### src/rtl/clk_div_reload_pkg.sv
package clk_div_reload_pkg;

  // Mode select seen by the counter: the registered carry chooses between them.
  typedef enum logic {
    OP_COUNT = 1'b0,
    OP_LOAD  = 1'b1
  } cnt_op_e;

endpackage

### src/rtl/clk_div_rst_sync.sv
module clk_div_rst_sync #(
  parameter int unsigned STAGES = 2
) (
  input  logic clk_i,
  input  logic rst_ni,
  output logic rst_no
);

  logic [STAGES-1:0] sync_q;
  logic [STAGES-1:0] sync_d;

  always_comb begin
    sync_d = {sync_q[STAGES-2:0], 1'b1};
  end

  always_ff @(posedge clk_i or negedge rst_ni) begin
    if (!rst_ni) begin
      sync_q <= '0;
    end else begin
      sync_q <= sync_d;
    end
  end

  assign rst_no = sync_q[STAGES-1];

endmodule

### src/rtl/clk_div_step.sv
module clk_div_step
  import clk_div_reload_pkg::*;
#(
  parameter int unsigned WIDTH    = 6,
  parameter bit          COUNT_UP = 1'b0
) (
  input  logic [WIDTH-1:0] cnt_i,
  input  logic [WIDTH-1:0] preset_i,
  input  cnt_op_e          op_i,
  output logic [WIDTH-1:0] cnt_o
);

  localparam logic [WIDTH-1:0] ONE = {{(WIDTH-1){1'b0}}, 1'b1};

  logic [WIDTH-1:0] load_val;
  logic [WIDTH-1:0] step_val;

  generate
    if (COUNT_UP) begin : g_up
      // Complemented preset keeps the N-1 encoding for an up counter.
      assign load_val = ~preset_i;
      assign step_val = cnt_i + ONE;
    end else begin : g_down
      assign load_val = preset_i;
      assign step_val = cnt_i - ONE;
    end
  endgenerate

  always_comb begin
    unique case (op_i)
      OP_LOAD:  cnt_o = load_val;
      default:  cnt_o = step_val;
    endcase
  end

endmodule

### src/rtl/clk_div_term.sv
module clk_div_term
  import clk_div_reload_pkg::*;
#(
  parameter int unsigned WIDTH    = 6,
  parameter bit          COUNT_UP = 1'b0
) (
  input  logic [WIDTH-1:0] cnt_nxt_i,
  input  cnt_op_e          op_i,
  output logic             tc_o
);

  localparam logic [WIDTH-1:0] TERM = COUNT_UP ? {WIDTH{1'b1}} : {WIDTH{1'b0}};

  // A loaded terminal value never raises the carry; only counting into it does.
  always_comb begin
    tc_o = (op_i == OP_COUNT) && (cnt_nxt_i == TERM);
  end

endmodule

### src/rtl/clk_div_reload.sv
module clk_div_reload
  import clk_div_reload_pkg::*;
#(
  parameter int unsigned WIDTH       = 6,
  parameter bit          COUNT_UP    = 1'b0,
  parameter int unsigned SYNC_STAGES = 2
) (
  input  logic             clk_i,
  input  logic             rst_ni,
  input  logic [WIDTH-1:0] div_val_i,
  output logic             div_o,
  output logic             div_no
);

  localparam logic [WIDTH-1:0] TERM = COUNT_UP ? {WIDTH{1'b1}} : {WIDTH{1'b0}};
  localparam logic [WIDTH-1:0] ONE  = {{(WIDTH-1){1'b0}}, 1'b1};

  logic             rst_n_sync;
  logic [WIDTH-1:0] cnt_q;
  logic [WIDTH-1:0] cnt_d;
  logic             tc_q;
  logic             tc_d;
  cnt_op_e          op;

  clk_div_rst_sync #(
    .STAGES (SYNC_STAGES)
  ) u_rst_sync (
    .clk_i  (clk_i),
    .rst_ni (rst_ni),
    .rst_no (rst_n_sync)
  );

  // Registered carry fed back as the mode select.
  always_comb begin
    op = tc_q ? OP_LOAD : OP_COUNT;
  end

  clk_div_step #(
    .WIDTH    (WIDTH),
    .COUNT_UP (COUNT_UP)
  ) u_step (
    .cnt_i    (cnt_q),
    .preset_i (div_val_i),
    .op_i     (op),
    .cnt_o    (cnt_d)
  );

  clk_div_term #(
    .WIDTH    (WIDTH),
    .COUNT_UP (COUNT_UP)
  ) u_term (
    .cnt_nxt_i (cnt_d),
    .op_i      (op),
    .tc_o      (tc_d)
  );

  always_ff @(posedge clk_i or negedge rst_n_sync) begin
    if (!rst_n_sync) begin
      cnt_q <= '0;
      tc_q  <= 1'b0;
    end else begin
      cnt_q <= cnt_d;
      tc_q  <= tc_d;
    end
  end

  assign div_o  = ~tc_q;
  assign div_no = tc_q;

  // the carry never stays raised for two consecutive cycles.
  a_r3_single_pulse: assert property (@(posedge clk_i) disable iff (!rst_n_sync)
    tc_q |=> !tc_q);

  // a raised carry is only seen while the count sits at its terminal value.
  a_r2_tc_at_term: assert property (@(posedge clk_i) disable iff (!rst_n_sync)
    tc_q |-> (cnt_q == TERM));

  generate
    if (COUNT_UP) begin : g_chk_up
      // reload takes the complemented divide value.
      a_r7_reload_up: assert property (@(posedge clk_i) disable iff (!rst_n_sync)
        tc_q |=> (cnt_q == ~$past(div_val_i)));
      // outside a reload the count moves up by one.
      a_r7_step_up: assert property (@(posedge clk_i) disable iff (!rst_n_sync)
        !tc_q |=> (cnt_q == $past(cnt_q) + ONE));
    end else begin : g_chk_down
      // reload takes the divide value present at the reload edge.
      a_r5_reload_down: assert property (@(posedge clk_i) disable iff (!rst_n_sync)
        tc_q |=> (cnt_q == $past(div_val_i)));
      // outside a reload the count moves down by one.
      a_r2_step_down: assert property (@(posedge clk_i) disable iff (!rst_n_sync)
        !tc_q |=> (cnt_q == $past(cnt_q) - ONE));
    end
  endgenerate

endmodule

### config.mk
export PLATFORM = sky130hd
export DESIGN_NAME = clk_div_reload
export DESIGN_NICKNAME = d
export VERILOG_FILES = /design/src/rtl/clk_div_reload_pkg.sv /design/src/rtl/clk_div_rst_sync.sv /design/src/rtl/clk_div_step.sv /design/src/rtl/clk_div_term.sv /design/src/rtl/clk_div_reload.sv
export SDC_FILE = /design/constraint.sdc
export NUM_CORES = 1
export LEC_CHECK = 0
export BUFFER_PORTS_ARGS = -buffer_cell sky130_fd_sc_hd__clkbuf_2
export CAP_MARGIN = 5
export CORE_AREA = 2 2 39 41
export CTS_BUF_LIST = sky130_fd_sc_hd__clkbuf_8 sky130_fd_sc_hd__clkbuf_16
export CTS_CLUSTER_SIZE = 12
export DETAILED_ROUTE_END_ITERATION = 10
export DIE_AREA = 0 0 41 43
export PLACE_DENSITY_LB_ADDON = 0.1
export SLEW_MARGIN = 20
export SYNTH_ARGS = -nofsm -noshare
export SYNTH_HDL_FRONTEND = slang
export SYNTH_SLANG_ARGS = --single-unit
### constraint.sdc
create_clock -name clk_i -period 1.3 [get_ports clk_i]
set_input_delay 0.13 -clock clk_i [delete_from_list [all_inputs] [get_ports clk_i]]
set_output_delay 0.13 -clock clk_i [all_outputs]
set_load 0.01 [all_outputs]
==> Word-level counts from Yosys, hierarchy flattened <==
Index checks and enable logic that the tools add are counted.
{ "totals": {"register_bits": 9, "latchBits": 0, "ramBits": 0, "romBits": 0, "input_bits": 8, "out_inout_bits": 2, "wordCells": 10, "memories": 0} }
{ "op_classes": {"addsub": 1, "mul": 0, "n_div": 0, "magnitude_cmp": 0, "n_eq_ne": 0, "shifts": 0, "n_mux": 2, "bitwise": 2, "reduce_logical": 2} }
{ "op_table": {"columns": ["operator", "count"], "rows": [
  ["logical NOT 6 bit", 1],
  ["two-way mux 6 bit", 1],
  ["subtractor 6 x 1 -> 6 bit, second input constant", 1],
  ["inverter 1 bit", 2],
  ["logical AND 1 bit", 1],
  ["two-way mux 1 bit", 1]
]} }

==> Logic depth before layout (Yosys ltp) <==
{ "logic_depth": {"ltp_word": 4, "mapped_depth": 5, "mapped_depth_nobuf": 5} }

==> By module <==
Synthesis repeated with hierarchy kept, for this count alone.
{ "unflattened": {"cells_unflattened": 37, "hier_area_um2": 414.1} }
{ "modules_own_cells": {"columns": ["module", "instances", "cells_per_inst", "area_per_inst_um2", "seq_area_each_um2"], "rows": [
  ["clk_div_reload", 1, 8, 178.9, 175.2],
  ["clk_div_step", 1, 24, 161.4, 0.0],
  ["clk_div_rst_sync", 1, 3, 53.8, 50.0],
  ["clk_div_term", 1, 2, 20.0, 0.0]
]} }

==> Least setup slack after synthesis <==
No wires, ideal clock.
{ "synth_path": {"kind": "register to register", "startpoint": "reg cnt_q[4]", "endpoint": "reg cnt_q[5]", "setup_ps": 124, "arrival_ps": 1278, "required_time_ps": 1176, "setup_slack_ps": -102, "stages_incl_launch_ff": 4, "path_buffers": 0, "synth_period_minus_slack_ps": 1402, "cell_sequence": "dfrtp_1 or3_1 o311a_1 or2_1"} }
{ "synth_between": {"elab_chain_cells": 2} }
{ "synth_lines": {"columns": ["item", "line_no", "source"], "rows": [
  ["from (decl)", "clk_div_reload.sv:19", "logic [WIDTH-1:0] cnt_q;"],
  ["from (signal assigned)", "clk_div_reload.sv:62", "cnt_q <= cnt_d;"],
  ["subtractor 6 x 1 -> 6 bit", "clk_div_step.sv:25", "assign step_val = cnt_i - ONE;"],
  ["two-way mux 6 bit", "clk_div_step.sv:30", "unique case (op_i)"],
  ["net cnt_d[5]", "clk_div_reload.sv:20", "logic [WIDTH-1:0] cnt_d;"]
]} }
The timed path passes the listed nets, and every way through them passes these cells.

==> Final worst setup path <==
{ "layout_path": {"startpoint": "reg cnt_q[1]", "endpoint": "reg cnt_q[5]"} }
The elaborated chain is that of the path after synthesis.

==> run summary <==
The run finished, with violations left. The final reports fail on negative setup slack. During synthesis, Yosys emitted a total of 0 warnings. CTS saw 9 sinks.

Of the total synthesized cell area, the portion taken by AND, OR, NAND and NOR gates is 0.1786. The final routed wire length divided by cell count is ~12 µm. The power per standard cell area is approximately 2500 nW/µm².

The total number of nets in the final design came out at 66. The cell area after technology mapping came out at 420.4 µm². The tool flagged a number of max-cap violations equal to 0.

The relative contribution of sequential cells to total power is 0.320. The final number of hold-violating endpoints came out at 0. The synthesized area per cell is 11.36 µm². The worst hold path was traced through 3 stages. The worst-case register-to-register setup slack came out at -120 ps. Setup repair after global routing could not meet its margin everywhere.

The proportion of power drawn by combinational gates is 0.477. The post-layout minimum cycle time is 1421 ps. In this run the core area contains 14 standard-cell rows.

Leaving out fill and tap cells, the most frequent cell in the layout is sky130_fd_sc_hd__clkbuf_2. Among all flip-flop cells after synthesis, the most frequent one is sky130_fd_sc_hd__dfrtp_1. In the final layout, the share of cells above drive strength 1 is 0.5000. The endpoint identified for the worst register-to-register timing path is cnt_q[5].

The sum of met3 wire segment lengths after detailed routing is 46 µm. The leakage power summed over all cells came out at 0.2834 nW. The area share of fa/ha/maj cells after synthesis is 0.02976. The fraction of the mapped netlist area in compound gates came out at 0.1161. The fraction of synthesized cell area taken by the top area cell type came out at 0.5357. After detailed routing, the number of vias per cell comes to 4.639.

Of the total power, the clock network draws 0.203. STA classifies the critical path startpoint as a register. The utilization after layout came out at 0.4467.

The clock tree from TritonCTS is done. The startpoint identified for the worst hold timing path is div_val_i[1]. The total via count in the routed design came out at 334. The global-route wire length before repair came out at roughly 1.4 mm. For this block, wires on met1 add up to 379 µm. The routed design has 873 µm of wire.

The required time of the critical path is 1410 ps. The dominant cell type by area after synthesis is sky130_fd_sc_hd__dfrtp_1. The area growth from synthesis to layout is 47.02%.

The final worst clock skew came out at 0.4482 ps. Leaving out fill and tap cells, the most frequent cells in the layout are sky130_fd_sc_hd__clkbuf_2, sky130_fd_sc_hd__dfrtp_1, sky130_fd_sc_hd__nand2_1, sky130_fd_sc_hd__buf_4. The total number of H-tree levels came out at 1. The sequential-to-total area share from yosys stat came out at 0.5357. The final number of setup-violating endpoints is 3.

The highest routing layer actually used is met3. The cell count after synthesis came out at 37. In the routed design, unresolved DRC markers number 0. The flip-flop and latch count after synthesis came out at 9. The number of antenna diodes in the final layout is 0.

Global routing finished with a remaining overflow of 0. The region available for standard cell placement spans 1384 µm². The number of global-route vias before repair is 357. The all-layer global routing usage came out at 0.1160. The startpoint of the lowest-slack register-to-register path is cnt_q[1]. The synthesized netlist net count is 46. The largest vdd supply drop is between 1 and 1.5 mV. The floorplan die area came out at 1763 µm².

The count of nets left with antenna violations once routing finished came out at 0. The total met2 wirelength after detailed routing is 448 µm. The clock-pin transition on the worst setup and hold timing paths came out at 50 ps. The number of port buffers came out at 9. The width of the die is 41 µm. 10 I/O pins were placed. Clock tree synthesis inserted a total of 3 buffers. The final worst-path cycle share came out at 1.093. The total count of max-transition violations in the final report is 0.

The async set-reset flop share out of synthesis came out at 1.000. Tracing the worst setup path back leads to its startpoint at cnt_q[1]. The clock latency at the later pin of the worst-skew pair came out at 230 ps.

The worst endpoint data arrival time came out at 1530 ps. The last weighted congestion value of the routability-driven placer is about 0.65. The proportion of synthesized area in mux cells came out at 0.05357.

The synthesized netlist contains 19 unique library cells. By area the synthesized netlist is led by sky130_fd_sc_hd__dfrtp_1, sky130_fd_sc_hd__mux2_2, sky130_fd_sc_hd__nand2_1, sky130_fd_sc_hd__o41ai_2, sky130_fd_sc_hd__o21ai_0. The setup slack at placement is -124.0 ps.

The number of DRC markers in iteration 0 is 3. The power dissipated by switching net loads came out at 0.5362 mW. The final worst-path setup slack came out at -120.9 ps. The critical path is of the reg2reg type.

The filler cell count in the final layout is 140. The min-delay analysis places its worst path in the category in2reg. The area share of xor/xnor cells in the synthesized design came out at 0.04167.

The floorplan die height is approximately 43 µm. The path with the worst hold slack has its endpoint at cnt_q[1]. The cell-internal power is 1.021 mW. The share of total power consumed by net switching came out at 0.3444. The biggest fanout along the worst timing path is 4. The maximum buffer depth of the clock tree came out at 2. The half-perimeter wire length of the detailed placement result came out at ~660 µm. The multi-input combinational cells in the finished layout cover a total of about 220 µm². The cell count of the worst reg-to-reg path came out at 3. The first-pass iteration count of the detailed router came out at 2. The largest net degree at the start of global routing came out at 8. The main combinational cell family by area after synthesis is simple AND/OR/NAND/NOR gates. The area of all sequential standard cells came out at 226.5 µm².

The critical path endpoint category is a register. The number of enable-type register cells in the synthesized netlist came out at 0. The number of antenna violations at the first check in global routing came out at 0. The highest clock rate came out at 703.8 MHz. The cell at the root of the clock tree is sky130_fd_sc_hd__clkbuf_8. The initial standard-cell utilization of the core is 0.3038.
## cell families after synthesis
| kind of cell | Yosys count |
|---|---|
| fa+ha+maj | 1 |
| simple gates | 12 |
| mux | 2 |
| other cells | 1 |
| compound gates | 6 |
| buf+inv | 4 |
| flops | 9 |
| xor+xnor | 2 |
## synthesized netlist by cell type, drive strengths merged, types with 2 or more instances
cell and n:
dfrtp 9, nand2 6, inv 3, o21ai 3, mux2 2
## repair_timing
action                                  in CTS  in global routing
pin swaps                                    1                  2
endpoints found under the hold margin        2                  0
setup buffers                                0                  0
endpoints found under the setup margin       3                  5
hold buffers                                 1                  0
gates resized for setup                      2                  6
## power by group through the flow
stage / combinational, mW / clock [mW] / sequential (mW)
after CTS: 0.645 / 0.320 / 0.493
after global routing: 0.800 / 0.341 / 0.520
after detailed placement: 0.614 / 0 / 0.489
after floorplan: 0.348 / 0 / 0.491
after global placement: 0.605 / 0 / 0.484
final: 0.743 / 0.316 / 0.498
## per-layer routing
metal  vias up  track usage
met5         -            0
met4         0      0.06000
met3         0      0.03141
met2         7       0.1781
met1       162       0.1409
li1        165            -
## cell type report
type | instances | share of cell area
Sequential cell | 9 | 0.3664
Multi-Input combinational cell | 24 | 0.3482
Timing Repair Buffer | 16 | 0.1619
Clock buffer | 3 | 0.06680
Tap cell | 16 | 0.03239
Inverter | 3 | 0.01822
Clock inverter | 1 | 0.006073
## flip-flops by register name (all words and copies together) (netlist names)
name,count
cnt_q,6
div_no,1
u_rst_sync.sync_q,2
## critical path, stage by stage, from the launching register on
cell	delay (ps)
sky130_fd_sc_hd__dfrtp_1	400
sky130_fd_sc_hd__or3_1	350
sky130_fd_sc_hd__o311a_1	320
sky130_fd_sc_hd__or2_1	230
## worst max path at each step
stage	endpoint	slack (ps)	cells past startpoint
6_report	cnt_q[5]	-120	3
5_1_grt	cnt_q[5]	-160	3
4_1_cts	div_no	-110	3
3_5_place_dp	div_no	-120	3
3_3_place_gp	div_no	-100	3
2_1_floorplan	cnt_q[5]	-100	3
## metrics by stage
stage / power (mW) / TNS, ps / instance area, µm² / hold WS [ps] / std cells
floorplan: 0.8397 / -202.4 / 420.4 / -165.6 / 37
detailed placement: 1.103 / -270.6 / 526.8 / -83.40 / 67
CTS: 1.457 / -220.1 / 595.6 / 111.1 / 72
finish: 1.557 / -220.9 / 618.1 / 107.4 / 72
global placement: 1.089 / -206.3 / 526.8 / -85.81 / 67
global route: 1.661 / -414.0 / 618.1 / 116.4 / 72
Power figures use the tool's default switching activity.
